### config.mk
export PLATFORM = sky130hd
export DESIGN_NAME = rx_addr_filter
export DESIGN_NICKNAME = d
export VERILOG_FILES = /design/src/rtl/rx_amf_pkg.sv /design/src/rtl/rx_amf_cfg_regs.sv /design/src/rtl/rx_amf_addr_cmp.sv /design/src/rtl/rx_amf_gate.sv /design/src/rtl/rx_addr_filter.sv
export SDC_FILE = /design/constraint.sdc
export NUM_CORES = 1
export LEC_CHECK = 0
export ABC_CLOCK_PERIOD_IN_PS = 4600
export BUFFER_PORTS_ARGS = -buffer_cell sky130_fd_sc_hd__buf_2
export CORE_MARGIN = 8
export CORE_UTILIZATION = 45
export CTS_BUF_LIST = sky130_fd_sc_hd__clkbuf_8
export DETAILED_ROUTE_END_ITERATION = 10
export MAX_ROUTING_LAYER = met4
export PLACE_DENSITY = 0.7
export RECOVER_POWER = 100
export SLEW_MARGIN = 20
export SYNTH_ARGS = -nofsm -noshare
export SYNTH_HDL_FRONTEND = slang
export SYNTH_HIERARCHICAL = 1
export SYNTH_SLANG_ARGS = --single-unit
### constraint.sdc
create_clock -name clk -period 4.6 [get_ports clk]
set_clock_uncertainty 0.2 [all_clocks]
set_input_delay 0.46 -clock clk [delete_from_list [all_inputs] [get_ports clk]]
set_output_delay 0.46 -clock clk [all_outputs]
set_load 0.02 [all_outputs]
### src/rtl/rx_amf_pkg.sv
package rx_amf_pkg;

   typedef enum logic {
      DECIDE_DROP = 1'b0,
      DECIDE_PASS = 1'b1
   } decide_e;

   // width of a select able to reach n slots plus the enable register
   function automatic int unsigned sel_bits(input int unsigned n);
      int unsigned w;
      w = $clog2(n + 1);
      if (w < 1) w = 1;
      return w;
   endfunction

endpackage

### src/rtl/rx_amf_cfg_regs.sv
module rx_amf_cfg_regs #(
   parameter int unsigned NUM_SLOTS = 2,
   parameter int unsigned ADDR_W    = 8,
   parameter int unsigned SEL_W     = 2
) (
   input  logic                        clk,
   input  logic                        rst_n,
   input  logic                        cfg_wr,
   input  logic [SEL_W-1:0]            cfg_sel,
   input  logic [ADDR_W-1:0]           cfg_wdata,
   output logic [ADDR_W-1:0]           cfg_rdata,
   output logic [NUM_SLOTS*ADDR_W-1:0] slot_addr,
   output logic [NUM_SLOTS-1:0]        slot_en
);

   localparam logic [SEL_W-1:0] CTRL_IDX = SEL_W'(NUM_SLOTS);

   logic [NUM_SLOTS-1:0] en_q;

   generate
      for (genvar s = 0; s < NUM_SLOTS; s++) begin : g_slot
         localparam logic [SEL_W-1:0] IDX = SEL_W'(s);
         logic [ADDR_W-1:0] addr_q;
         always_ff @(posedge clk or negedge rst_n) begin
            if (!rst_n)
               addr_q <= '0;
            else if (cfg_wr && (cfg_sel == IDX))
               addr_q <= cfg_wdata;
         end
         assign slot_addr[s*ADDR_W +: ADDR_W] = addr_q;
      end
   endgenerate

   always_ff @(posedge clk or negedge rst_n) begin
      if (!rst_n)
         en_q <= '0;
      else if (cfg_wr && (cfg_sel == CTRL_IDX))
         en_q <= cfg_wdata[NUM_SLOTS-1:0];
   end

   assign slot_en = en_q;

   always_comb begin
      cfg_rdata = '0;
      for (int s = 0; s < NUM_SLOTS; s++) begin
         if (cfg_sel == SEL_W'(s))
            cfg_rdata = slot_addr[s*ADDR_W +: ADDR_W];
      end
      if (cfg_sel == CTRL_IDX)
         cfg_rdata[NUM_SLOTS-1:0] = en_q;
   end

endmodule

### src/rtl/rx_amf_addr_cmp.sv
module rx_amf_addr_cmp #(
   parameter int unsigned NUM_SLOTS = 2,
   parameter int unsigned ADDR_W    = 8
) (
   input  logic [ADDR_W-1:0]           key,
   input  logic [NUM_SLOTS*ADDR_W-1:0] slot_addr,
   input  logic [NUM_SLOTS-1:0]        slot_en,
   output logic                        hit
);

   logic [NUM_SLOTS-1:0] hit_vec;

   generate
      for (genvar s = 0; s < NUM_SLOTS; s++) begin : g_cmp
         assign hit_vec[s] = slot_en[s] && (slot_addr[s*ADDR_W +: ADDR_W] == key);
      end
   endgenerate

   assign hit = |hit_vec;

endmodule

### src/rtl/rx_amf_gate.sv
module rx_amf_gate #(
   parameter int unsigned CHAR_W  = 9,
   parameter bit          OUT_REG = 1'b1
) (
   input  logic              clk,
   input  logic              rst_n,
   input  logic              in_valid,
   input  logic [CHAR_W-1:0] in_char,
   input  logic              filter_on,
   input  logic              slot_hit,
   output logic              out_valid,
   output logic [CHAR_W-1:0] out_char
);
   import rx_amf_pkg::*;

   localparam int unsigned MARK_BIT = CHAR_W - 1;

   decide_e decide_q;
   logic    is_mark;
   logic    addr_seen;
   logic    fwd;

   assign is_mark   = in_char[MARK_BIT];
   assign addr_seen = in_valid && filter_on && is_mark;
   assign fwd       = in_valid && (!filter_on || (!is_mark && (decide_q == DECIDE_PASS)));

   always_ff @(posedge clk or negedge rst_n) begin
      if (!rst_n)
         decide_q <= DECIDE_DROP;
      else if (addr_seen)
         decide_q <= slot_hit ? DECIDE_PASS : DECIDE_DROP;
   end

   generate
      if (OUT_REG) begin : g_reg_out
         logic              v_q;
         logic [CHAR_W-1:0] d_q;
         always_ff @(posedge clk or negedge rst_n) begin
            if (!rst_n) begin
               v_q <= 1'b0;
               d_q <= '0;
            end else begin
               v_q <= fwd;
               if (fwd) d_q <= in_char;
            end
         end
         assign out_valid = v_q;
         assign out_char  = d_q;
      end else begin : g_comb_out
         assign out_valid = fwd;
         assign out_char  = in_char;
      end
   endgenerate

endmodule

### src/rtl/rx_addr_filter.sv
module rx_addr_filter #(
   parameter  int unsigned CHAR_W    = 9,
   parameter  int unsigned NUM_SLOTS = 2,
   parameter  bit          OUT_REG   = 1'b1,
   localparam int unsigned ADDR_W    = CHAR_W - 1,
   localparam int unsigned SEL_W     = rx_amf_pkg::sel_bits(NUM_SLOTS)
) (
   input  logic              clk,
   input  logic              rst_n,
   input  logic              rx_valid,
   input  logic [CHAR_W-1:0] rx_char,
   input  logic              cfg_wr,
   input  logic [SEL_W-1:0]  cfg_sel,
   input  logic [ADDR_W-1:0] cfg_wdata,
   output logic [ADDR_W-1:0] cfg_rdata,
   output logic              out_valid,
   output logic [CHAR_W-1:0] out_char
);

   generate
      if (CHAR_W < 2) begin : g_bad_width
         $error("rx_addr_filter: CHAR_W must be at least 2");
      end
      if (NUM_SLOTS < 1) begin : g_bad_slots
         $error("rx_addr_filter: NUM_SLOTS must be at least 1");
      end
      if (ADDR_W < NUM_SLOTS) begin : g_bad_enable
         $error("rx_addr_filter: enable bits do not fit in the register data width");
      end
   endgenerate

   logic [NUM_SLOTS*ADDR_W-1:0] slot_addr;
   logic [NUM_SLOTS-1:0]        slot_en;
   logic                        slot_hit;
   logic                        filter_on;

   assign filter_on = |slot_en;

   rx_amf_cfg_regs #(
      .NUM_SLOTS (NUM_SLOTS),
      .ADDR_W    (ADDR_W),
      .SEL_W     (SEL_W)
   ) u_regs (
      .clk       (clk),
      .rst_n     (rst_n),
      .cfg_wr    (cfg_wr),
      .cfg_sel   (cfg_sel),
      .cfg_wdata (cfg_wdata),
      .cfg_rdata (cfg_rdata),
      .slot_addr (slot_addr),
      .slot_en   (slot_en)
   );

   rx_amf_addr_cmp #(
      .NUM_SLOTS (NUM_SLOTS),
      .ADDR_W    (ADDR_W)
   ) u_cmp (
      .key       (rx_char[ADDR_W-1:0]),
      .slot_addr (slot_addr),
      .slot_en   (slot_en),
      .hit       (slot_hit)
   );

   rx_amf_gate #(
      .CHAR_W    (CHAR_W),
      .OUT_REG   (OUT_REG)
   ) u_gate (
      .clk       (clk),
      .rst_n     (rst_n),
      .in_valid  (rx_valid),
      .in_char   (rx_char),
      .filter_on (filter_on),
      .slot_hit  (slot_hit),
      .out_valid (out_valid),
      .out_char  (out_char)
   );

endmodule


Yosys cells after proc, flatten, opt, wreduce, memory -nomap -nowiden
Index checks and enable logic that the tools add are counted.
W data, S select, Z words.
Operators by class
  mux-type cells: 4
  equal/unequal tests: 4
  reductions and logical operators: 15
Operators with widths (number)
  $eq A8 B8 Y1: 2
  $mux W8: 2
  $logic_and A1 B1 Y1: 9
  $reduce_or A2 Y1: 2
  $eq A2 B1 Y1 const B: 1
  $eq A2 B2 Y1 const B: 1
  $logic_not A1 Y1: 2
  $logic_not A2 Y1: 1
  $mux W2: 1
  $logic_or A1 B1 Y1: 1
  $mux W1: 1
Word-level totals
  word-level logic and storage cells: 29
  output and inout bits: 18
  register bits: 29
  input port bits: 23

Logic depth before layout (Yosys ltp)
Gate-level depths: netlist of the first run.
  depth in word-level cells: 4
  gate-level depth with buffers: 5
  mapped depth without buffers: 5

Cells and area by module
The synthesis of the first run kept the hierarchy.
Modules (own cells, without submodules)
  rx_amf_cfg_regs: area an instance 833.3 um2, cells each 58, times used 1
  rx_amf_gate: area an instance 439.2 um2, cells each 28, times used 1
  rx_amf_addr_cmp: area an instance 178.9 um2, cells each 23, times used 1
  rx_addr_filter: area an instance 6.3 um2, cells each 1, times used 1

Least setup slack after synthesis of the first run
No wires, ideal clock.
  kind: input port to output port
  start: in cfg_sel[0]
  end: out cfg_rdata[0]
  arrival: 1065 ps
  required time: 3940 ps
  stages on the path: 3
  slack: 2875 ps
  path through: buf_6 mux2i_1 o2bb2ai_1
Between the ends
  word-level cells in the longest chain between the ends: 4
Ends and longest elaborated chain
  start: declaration: line rx_addr_filter.sv:13  | input logic [SEL_W-1:0] cfg_sel,
  $logic_not A2 Y1: line rx_amf_cfg_regs.sv:46  | if (cfg_sel == SEL_W'(s))
  $mux W8 (2 in a row): line rx_amf_cfg_regs.sv:46
  $mux W2 *: line rx_amf_cfg_regs.sv:49  | if (cfg_sel == CTRL_IDX)
  end: declaration: line rx_addr_filter.sv:15  | output logic [ADDR_W-1:0] cfg_rdata,
Every way passes the cells marked *; elsewhere a longest branch is shown, timed or not.

Worst setup path after layout of the first run
  start: reg u_regs.en_q[1], in the netlist u_regs/slot_en[1]
  end: reg u_gate.g_reg_out.d_q[2], in the netlist u_gate/out_char[2]
Between the ends
  word-level cells in the longest chain between the ends: 4
Ends and longest elaborated chain
  start: declaration: line rx_amf_cfg_regs.sv:18  | logic [NUM_SLOTS-1:0] en_q;
  start signal: assignment: line rx_amf_cfg_regs.sv:38  | en_q <= cfg_wdata[NUM_SLOTS-1:0];
  $reduce_or A2 Y1: line rx_addr_filter.sv:37  | assign filter_on = |slot_en;
  net filter_on: line rx_addr_filter.sv:35  | logic filter_on;
  $logic_not A1 Y1: line rx_amf_gate.sv:25  | assign fwd = in_valid && (!filter_on || (!is_mark && (decide_q == DECIDE_PASS)));
  $logic_or A1 B1 Y1: line rx_amf_gate.sv:25
  $logic_and A1 B1 Y1: line rx_amf_gate.sv:25
  net u_gate.fwd: line rx_amf_gate.sv:21  | logic fwd;
  end signal: assignment: line rx_amf_gate.sv:44  | if (fwd) d_q <= in_char;
  end: declaration: line rx_amf_gate.sv:37  | logic [CHAR_W-1:0] d_q;
The timed path passes the listed nets, and every way through them passes these cells.
A chain may end at the register's enable or synchronous reset.

==> results of run 1 <==
-- critical path: stages, from the launching register on --
cell      delay [ns]
dfrtp_1         0.41
or2_0           0.28
a21boi_0        1.09
mux2_2          0.43
-- kinds of logic after synthesis --
family,Yosys count
XOR/XNOR,16
buffers and inverters,4
flip-flops,29
AND/OR/NAND/NOR,20
AO/OA/AOI/OAI,6
multiplexers,35
-- cell usage in the layout, fill, tap and decap left out, drive strengths merged --
| cell type | count |
|---|---|
| a21boi | 1 |
| a21oi | 1 |
| a31oi | 1 |
| buf | 20 |
| clkbuf | 27 |
| clkinv | 1 |
| dfrtp | 29 |
| inv | 2 |
| mux2 | 27 |
| mux2i | 8 |
| nand2b | 2 |
| nand3 | 3 |
| nand3b | 2 |
| nand4 | 1 |
| nor2 | 6 |
| nor2b | 1 |
| nor3 | 1 |
| nor3b | 1 |
| nor4 | 2 |
| o21ai | 1 |
| o2bb2ai | 2 |
| or2 | 1 |
| xnor2 | 5 |
| xor2 | 11 |
-- metrics by stage --
| stage | util | worst slack (ns) | cells | power, mW |
|---|---|---|---|---|
| 3_5_place_dp | 0.5512 | 2.694 | 192 | 0.6257 |
| 2_1_floorplan | - | 2.875 | 110 | 0.5338 |
| 5_1_grt | 0.5675 | 1.728 | 200 | 0.8764 |
| 4_1_cts | 0.5841 | 2.691 | 200 | 0.8548 |
| 6_report | 0.5675 | 2.075 | 200 | 0.8248 |
| 3_3_place_gp | 0.5512 | 2.730 | 192 | 0.6174 |
-- flip-flops by register name, indices dropped and copies added (netlist names) --
| name | cells |
|---|---|
| u_regs/g_slot.addr_q | 16 |
| u_gate/out_char | 9 |
| u_regs/slot_en | 2 |
| u_gate/decide_q | 1 |
| u_gate/out_valid | 1 |
-- where the power goes --
part           switching (mW)  total [mW]  internal (mW)
clock network          0.0891       0.224          0.135
logic                   0.134       0.237          0.103
registers              0.0439       0.364          0.320
total                   0.267       0.825          0.558
-- how the worst max path moves through the flow --
stage | end | slack [ns] | from
after floorplan | cfg_rdata[0] | 2.88 | cfg_sel[0]
after global placement | cfg_rdata[0] | 2.73 | cfg_sel[0]
after detailed placement | cfg_rdata[0] | 2.69 | cfg_sel[0]
after CTS | cfg_rdata[1] | 2.69 | cfg_sel[0]
after global routing | u_gate/out_char[0] | 1.73 | u_regs/slot_en[1]
final | u_gate/out_char[2] | 2.07 | u_regs/slot_en[1]
-- final cells by class --
type                            instances  area, um^2
Timing Repair Buffer                   40       175.2
Tap cell                               44       55.05
Inverter                                2       7.507
Fill cell                             298        1331
Sequential cell                        29       725.7
Multi-Input combinational cell         77       681.9
Clock inverter                          1       5.005
Clock buffer                            7       96.34
-- per-layer routing --
metal / GRT usage / vias to the layer above / routed length, um
met5: - / - / 0
met4: 0.04667 / 0 / 13
met3: 0.04121 / 2 / 191
met2: 0.2097 / 27 / 1556
met1: 0.1403 / 482 / 1300
li1: - / 480 / -
==> results.md, run 1 <==
* Tightest Hold Check Type: in -> reg
* Worst skew pair latency at 0.27 ns
* PD cells at 472.2 mW/mm^2
* Floorplan row count at 20
* Placer congestion estimate at approximately 0.76
* DP Wirelength at about 2400 um
* Crit path max fanout at 9
* Critical Path AT at approximately 2.5 ns
* Postcts setup bufs at 0
* Slew margin rel. at 0.01295
* Min-delay src: rx_valid
* Clock Tree Root: clkbuf_8
* Max-cap violations at 0
* Total grt overflow at 0
* Via count at 991
* Cell area after placement at between 0.0015 and 0.002 mm^2
* DR DRC count at 0
* Post-Synth Simple-Gate Area at 0.09013
* Final setup TNS at 0 ns
* Tot GR Track Use at 0.1272
* Synth top area share at 0.4979
* Pin count of the biggest net entering global routing at 30
* First-pass GRT wire length at around 5000 um
* Die X at 72.92 um
* I/O Pins at between 40 and 50
* DRT Pass-1 Iters at 3
* Post-synth EDFFs at 0
* Mean routed wirelength per cell at 15.31 um
* Leakage power at roughly 0.77 nW
* Most frequent cells after synthesis: 29 x dfrtp_1, 27 x mux2_2, 11 x xor2_1, 8 x mux2i_1, 6 x nor2_1
* Leading area contributor after synthesis: dfrtp_1
* Max Buffers Root-to-Sink at 2
* Fin. Hold Viols at 0
* IO Port Bufs at 40
* Worst-margin pin slew at 1.481 ns
* Run status: complete, no violations
* Synth top area cells: dfrtp_1 50%, mux2_2 21%, xor2_1 6.6%
* Cts repair resizes at 0
* Final Cell Area at 0.001747 mm^2
* Count leader, synth: dfrtp_1
* Synth Flop Type: dfrtp_1
* CTS Sinks at 29
* Final WL at 3062 um
* Final nets at 178
* Mapped Nets at 133
* Multiplexer area fraction after synthesis at 0.2635
* Gate Count Post-Synth at 110
* Drt initial violations at 11
* Antenna diodes at 0
* FF-to-FF path depth at 3
* Die footprint at between 0.005 and 0.006 mm^2
* Fin crit period at 2.525 ns
* Worst Hold End: u_gate/out_char[8]
* Worst vdd ir at 0.2712 mV
* FF-to-FF Start: u_regs/slot_en[1]
* Clk slew on worst S/H paths at 0.06 ns
* Adder-cell share of the synthesized area at 0
* Yosys cell types at 25
* Synthesis-to-layout area growth at 19.83%
* Antenna violations before repair at 0
* Layout cells sized above 1 at 0.3590
* Reg2reg end: u_gate/out_char[2]
* Mapped Area at 0.001458 mm^2
* Crit path required time at roughly 4.6 ns
* TritonCTS Buffers at 5
* Final Cycle Share at 0.5490
* Number of hold buffers added after CTS at 0
* Hold depth at 2
* Ys Warns at 6
* Max-slew violations at 0
* Reg2reg setup slack at 2.07 ns
* Synth async-reset ratio at 1.000
* CTS tree: yes
* Antenna Nets Post-Route at 0
* Worst setup EP type: flop
* Mean area per synthesized cell at 13.25 um^2
* Vias/cell at 4.955
* Post-synthesis compound-gate area fraction at 0.03605
* Core area at 0.003078 mm^2
* Finish-stage setup viols at 0
* Starting Density at 0.4736
* Main combinational cell family by area after synthesis: multiplexers
* #FFs+latches synth at 29
* Post-Synth XOR/XNOR Area at 0.09614
* CTS H-tree lvls at 2
* Critical path launch point type: flop
* Hold slack at between 0.2 and 0.25 ns
* RSZ-0062 raised after global routing: no
* Register area share after synthesis at 0.4979
* Die Height at between 70 and 80 um
* Critical path class: reg -> reg
* Peak Freq at 396.0 MHz
* Vias in the first global route at about 1100
Note: power is estimated with default switching activity, not from simulation.
==> run 2, diff against run 1 <==
--- a/config.mk
+++ b/config.mk
@@ -5,14 +5,14 @@
 export SDC_FILE = /design/constraint.sdc
 export NUM_CORES = 1
 export LEC_CHECK = 0
-export ABC_CLOCK_PERIOD_IN_PS = 4600
+export ABC_CLOCK_PERIOD_IN_PS = 2300
 export BUFFER_PORTS_ARGS = -buffer_cell sky130_fd_sc_hd__buf_2
 export CORE_MARGIN = 8
 export CORE_UTILIZATION = 45
 export CTS_BUF_LIST = sky130_fd_sc_hd__clkbuf_8
 export DETAILED_ROUTE_END_ITERATION = 10
 export MAX_ROUTING_LAYER = met4
-export PLACE_DENSITY = 0.7
+export PLACE_DENSITY = 0.73
 export RECOVER_POWER = 100
 export SLEW_MARGIN = 20
 export SYNTH_ARGS = -nofsm -noshare
==> constraint.sdc (replaced) <==
create_clock -name clk -period 2.3 [get_ports clk]
set_clock_uncertainty 0.2 [all_clocks]
set_input_delay 0.23 -clock clk [delete_from_list [all_inputs] [get_ports clk]]
set_output_delay 0.23 -clock clk [all_outputs]
set_load 0.02 [all_outputs]
==> run 2 against run 1 <==
Via count rose by 4.1%. Routed wire length grew 6.0%. Sequential power is 100% higher. Non-clock buffer count is 9 higher. Global-route usage grew 1.2 points. Die area unchanged. Critical path type is now in -> out.
==> results.md, run 2 (synthesis gave the netlist of run 1 again) <==
* Run status: complete, no violations
* Fin. Hold Viols at 0 (unchanged)
* Vias in the first global route at 1147 (+2.8%)
* CTS H-tree lvls at 2 (unchanged)
* Number of hold buffers added after CTS at 9 (+9)
* Antenna Nets Post-Route at 0 (unchanged)
* Cell chain of the critical path: clkbuf_1 -> mux2i_1 -> o2bb2ai_1 -> clkbuf_1
* Postcts setup bufs at 0 (unchanged)
* Peak Freq at 539.4 MHz
* Antenna diodes at 0 (unchanged)
* Worst vdd ir at 0.4445 mV (+64%)
* Min-delay src: cfg_wdata[1]
* Most frequent cells in the layout: 29 x dfrtp_1, 27 x mux2_2, 20 x buf_2
* Critical path class: in -> out
* Worst Path Buf+Inv at 2 (+2)
* Slew margin rel. at 0.4816 (+0.4686)
* Starting Density at 0.4736 (unchanged)
* Worst setup EP type: output pin
* Cts repair resizes at 0 (unchanged)
* Crit path largest cell delay at 0.57 ns (-0.52 ns)
* Hold slack at 0.01703 ns (-0.1987 ns)
* Leakage power at 0.8151 nW (+5.5%)
* Tot GR Track Use at 0.1394 (+0.01217)
* Max Buffers Root-to-Sink at 2 (unchanged)
* Finish-stage setup viols at 0 (unchanged)
* DP Wirelength at 2378 um (+0.21%)
* Clock Tree Root: clkbuf_8
* Antenna violations before repair at 0 (unchanged)
* Layout filler cell count at 271 (-9.1%)
* Critical path launch point type: input pin
* Final Cycle Share at 0.8060
* Synthesis-to-layout area growth at 25.92%
* Fin crit period at 1.854 ns
* CP top delay family: buffers and inverters
* Final nets at 187 (+5.1%)
* Final Cell Area at 0.001836 mm^2 (+5.1%)
* Worst-margin pin slew at 0.7742 ns (-0.7064 ns)
* I/O Pins at 41 (unchanged)
* TritonCTS Buffers at 5 (unchanged)
* RSZ-0062 raised after global routing: no
* Via count at 1032 (+4.1%)
* Most common cell after layout, fill and taps aside: dfrtp_1
* DR DRC count at 0 (unchanged)
* CP max-delay cell: clkbuf_1
* Max FFs per register at 16 (unchanged)
* Cell area after placement at 0.001697 mm^2 (unchanged)
* Pin count of the biggest net entering global routing at 30 (unchanged)
* Clk slew on worst S/H paths at 0.06 ns (about the same)
* DRT Pass-1 Iters at 4 (+1)
* PD cells at 883.6 mW/mm^2 (+87%)
* Floorplan row count at 20 (unchanged)
* CTS tree: yes
* First-pass GRT wire length at 5388 um (+6.5%)
* FF-to-FF Start: u_regs/slot_en[1]
* Setup crit start: cfg_sel[0]
* IO Port Bufs at 40 (unchanged)
* Placer congestion estimate at 0.7587 (-0.42%)
* Die footprint at 0.005317 mm^2 (unchanged)
* Drt initial violations at 24 (+13)
* Vias/cell at 4.938 (-0.35%)
* Final setup TNS at 0 ns (unchanged)
* Max-cap violations at 0 (unchanged)
* Critical Path AT at 1.42 ns (-1.06 ns)
* Crit path max fanout at 12 (+3)
* Worst path most repeated cell: clkbuf_1
* Multi-input logic area at 698.2 um^2 (+2.4%)
* CTS Sinks at 29 (unchanged)
* Die X at 72.92 um (unchanged)
* Final WL at 3245 um (+6.0%)
* Tightest Hold Check Type: in -> reg
* Layout cells sized above 1 at 0.3515 (-0.007459)
* Core area at 0.003078 mm^2 (unchanged)
* Crit path required time at 1.87 ns (-2.69 ns)
* Flip-flop and latch area at 725.7 um^2 (unchanged)
* Worst skew pair latency at 0.28 ns (about the same)
* Core Util, Final at 0.5963 (+0.02886)
* Top reg by flops: u_regs/g_slot.addr_q
* Max-slew violations at 0 (unchanged)
* Die Height at 72.92 um (unchanged)
* Mean routed wirelength per cell at 15.53 um (+1.4%)
* Total grt overflow at 0 (unchanged)
[run 2: cell count changes in the layout (fill, tap and decap cells not counted), sizes merged]
cell         before  now
dlygate4sd3       0    9
clkbuf           27   25
clkinv            1    2
inv               2    3
[run 2: layer usage]
layer  vias to the layer above  wire length [um]  global-route usage
li1                        493                 -                   -
met1                       506              1404              0.1447
met2                        28              1590              0.2306
met3                         5               209             0.05357
met4                         0                40             0.06000
met5                         -                 0                   -
[run 2: final timing paths]
check	to	slack (ns)	depth (start not counted)
max	cfg_rdata[1]	0.45	4
min	u_regs/g_slot[0].addr_q[1]	0.02	2
max reg2reg	u_gate/out_char[7]	0.51	3
min reg2reg	u_gate/out_char[4]	0.30	1
max in group asynchronous	u_regs/g_slot[0].addr_q[3]	1.11	2
min in group asynchronous	u_regs/g_slot[0].addr_q[7]	0.33	2
[run 2: worst register-to-register path, delay by kind of cell, from the launching register on]
kind               cells  cell delay [ns]
DFF                    1             0.40
muxes                  1             0.38
AOI/OAI and AO/OA      1             0.36
and+or+nand+nor        1             0.33
[run 2: cell type report]
class                   instances  area share
clock buffers                   5     0.03749
clock inverters                 3    0.007498
inverters                       2    0.004090
multi-input cells              77      0.3804
flip-flops and latches         29      0.3954
well taps                      44     0.02999
repair buffers                 49      0.1452
[run 2: through the flow]
| step | std cells | power, mW | worst slack (ns) |
|---|---|---|---|
| after floorplan | 110 | 1.068 | 0.7045 |
| after global routing | 209 | 1.718 | 0.3507 |
| final | 209 | 1.622 | 0.4461 |
| after global placement | 192 | 1.239 | 0.6176 |
| after CTS | 209 | 1.668 | 0.5262 |
| after detailed placement | 192 | 1.258 | 0.5345 |
[run 2: report_power, final]
group | switching, mW | internal [mW] | leakage, nW | total, mW
Clock | 0.192 | 0.204 | 0.0491 | 0.396
Combinational | 0.274 | 0.219 | 0.422 | 0.493
Sequential | 0.0924 | 0.640 | 0.344 | 0.733
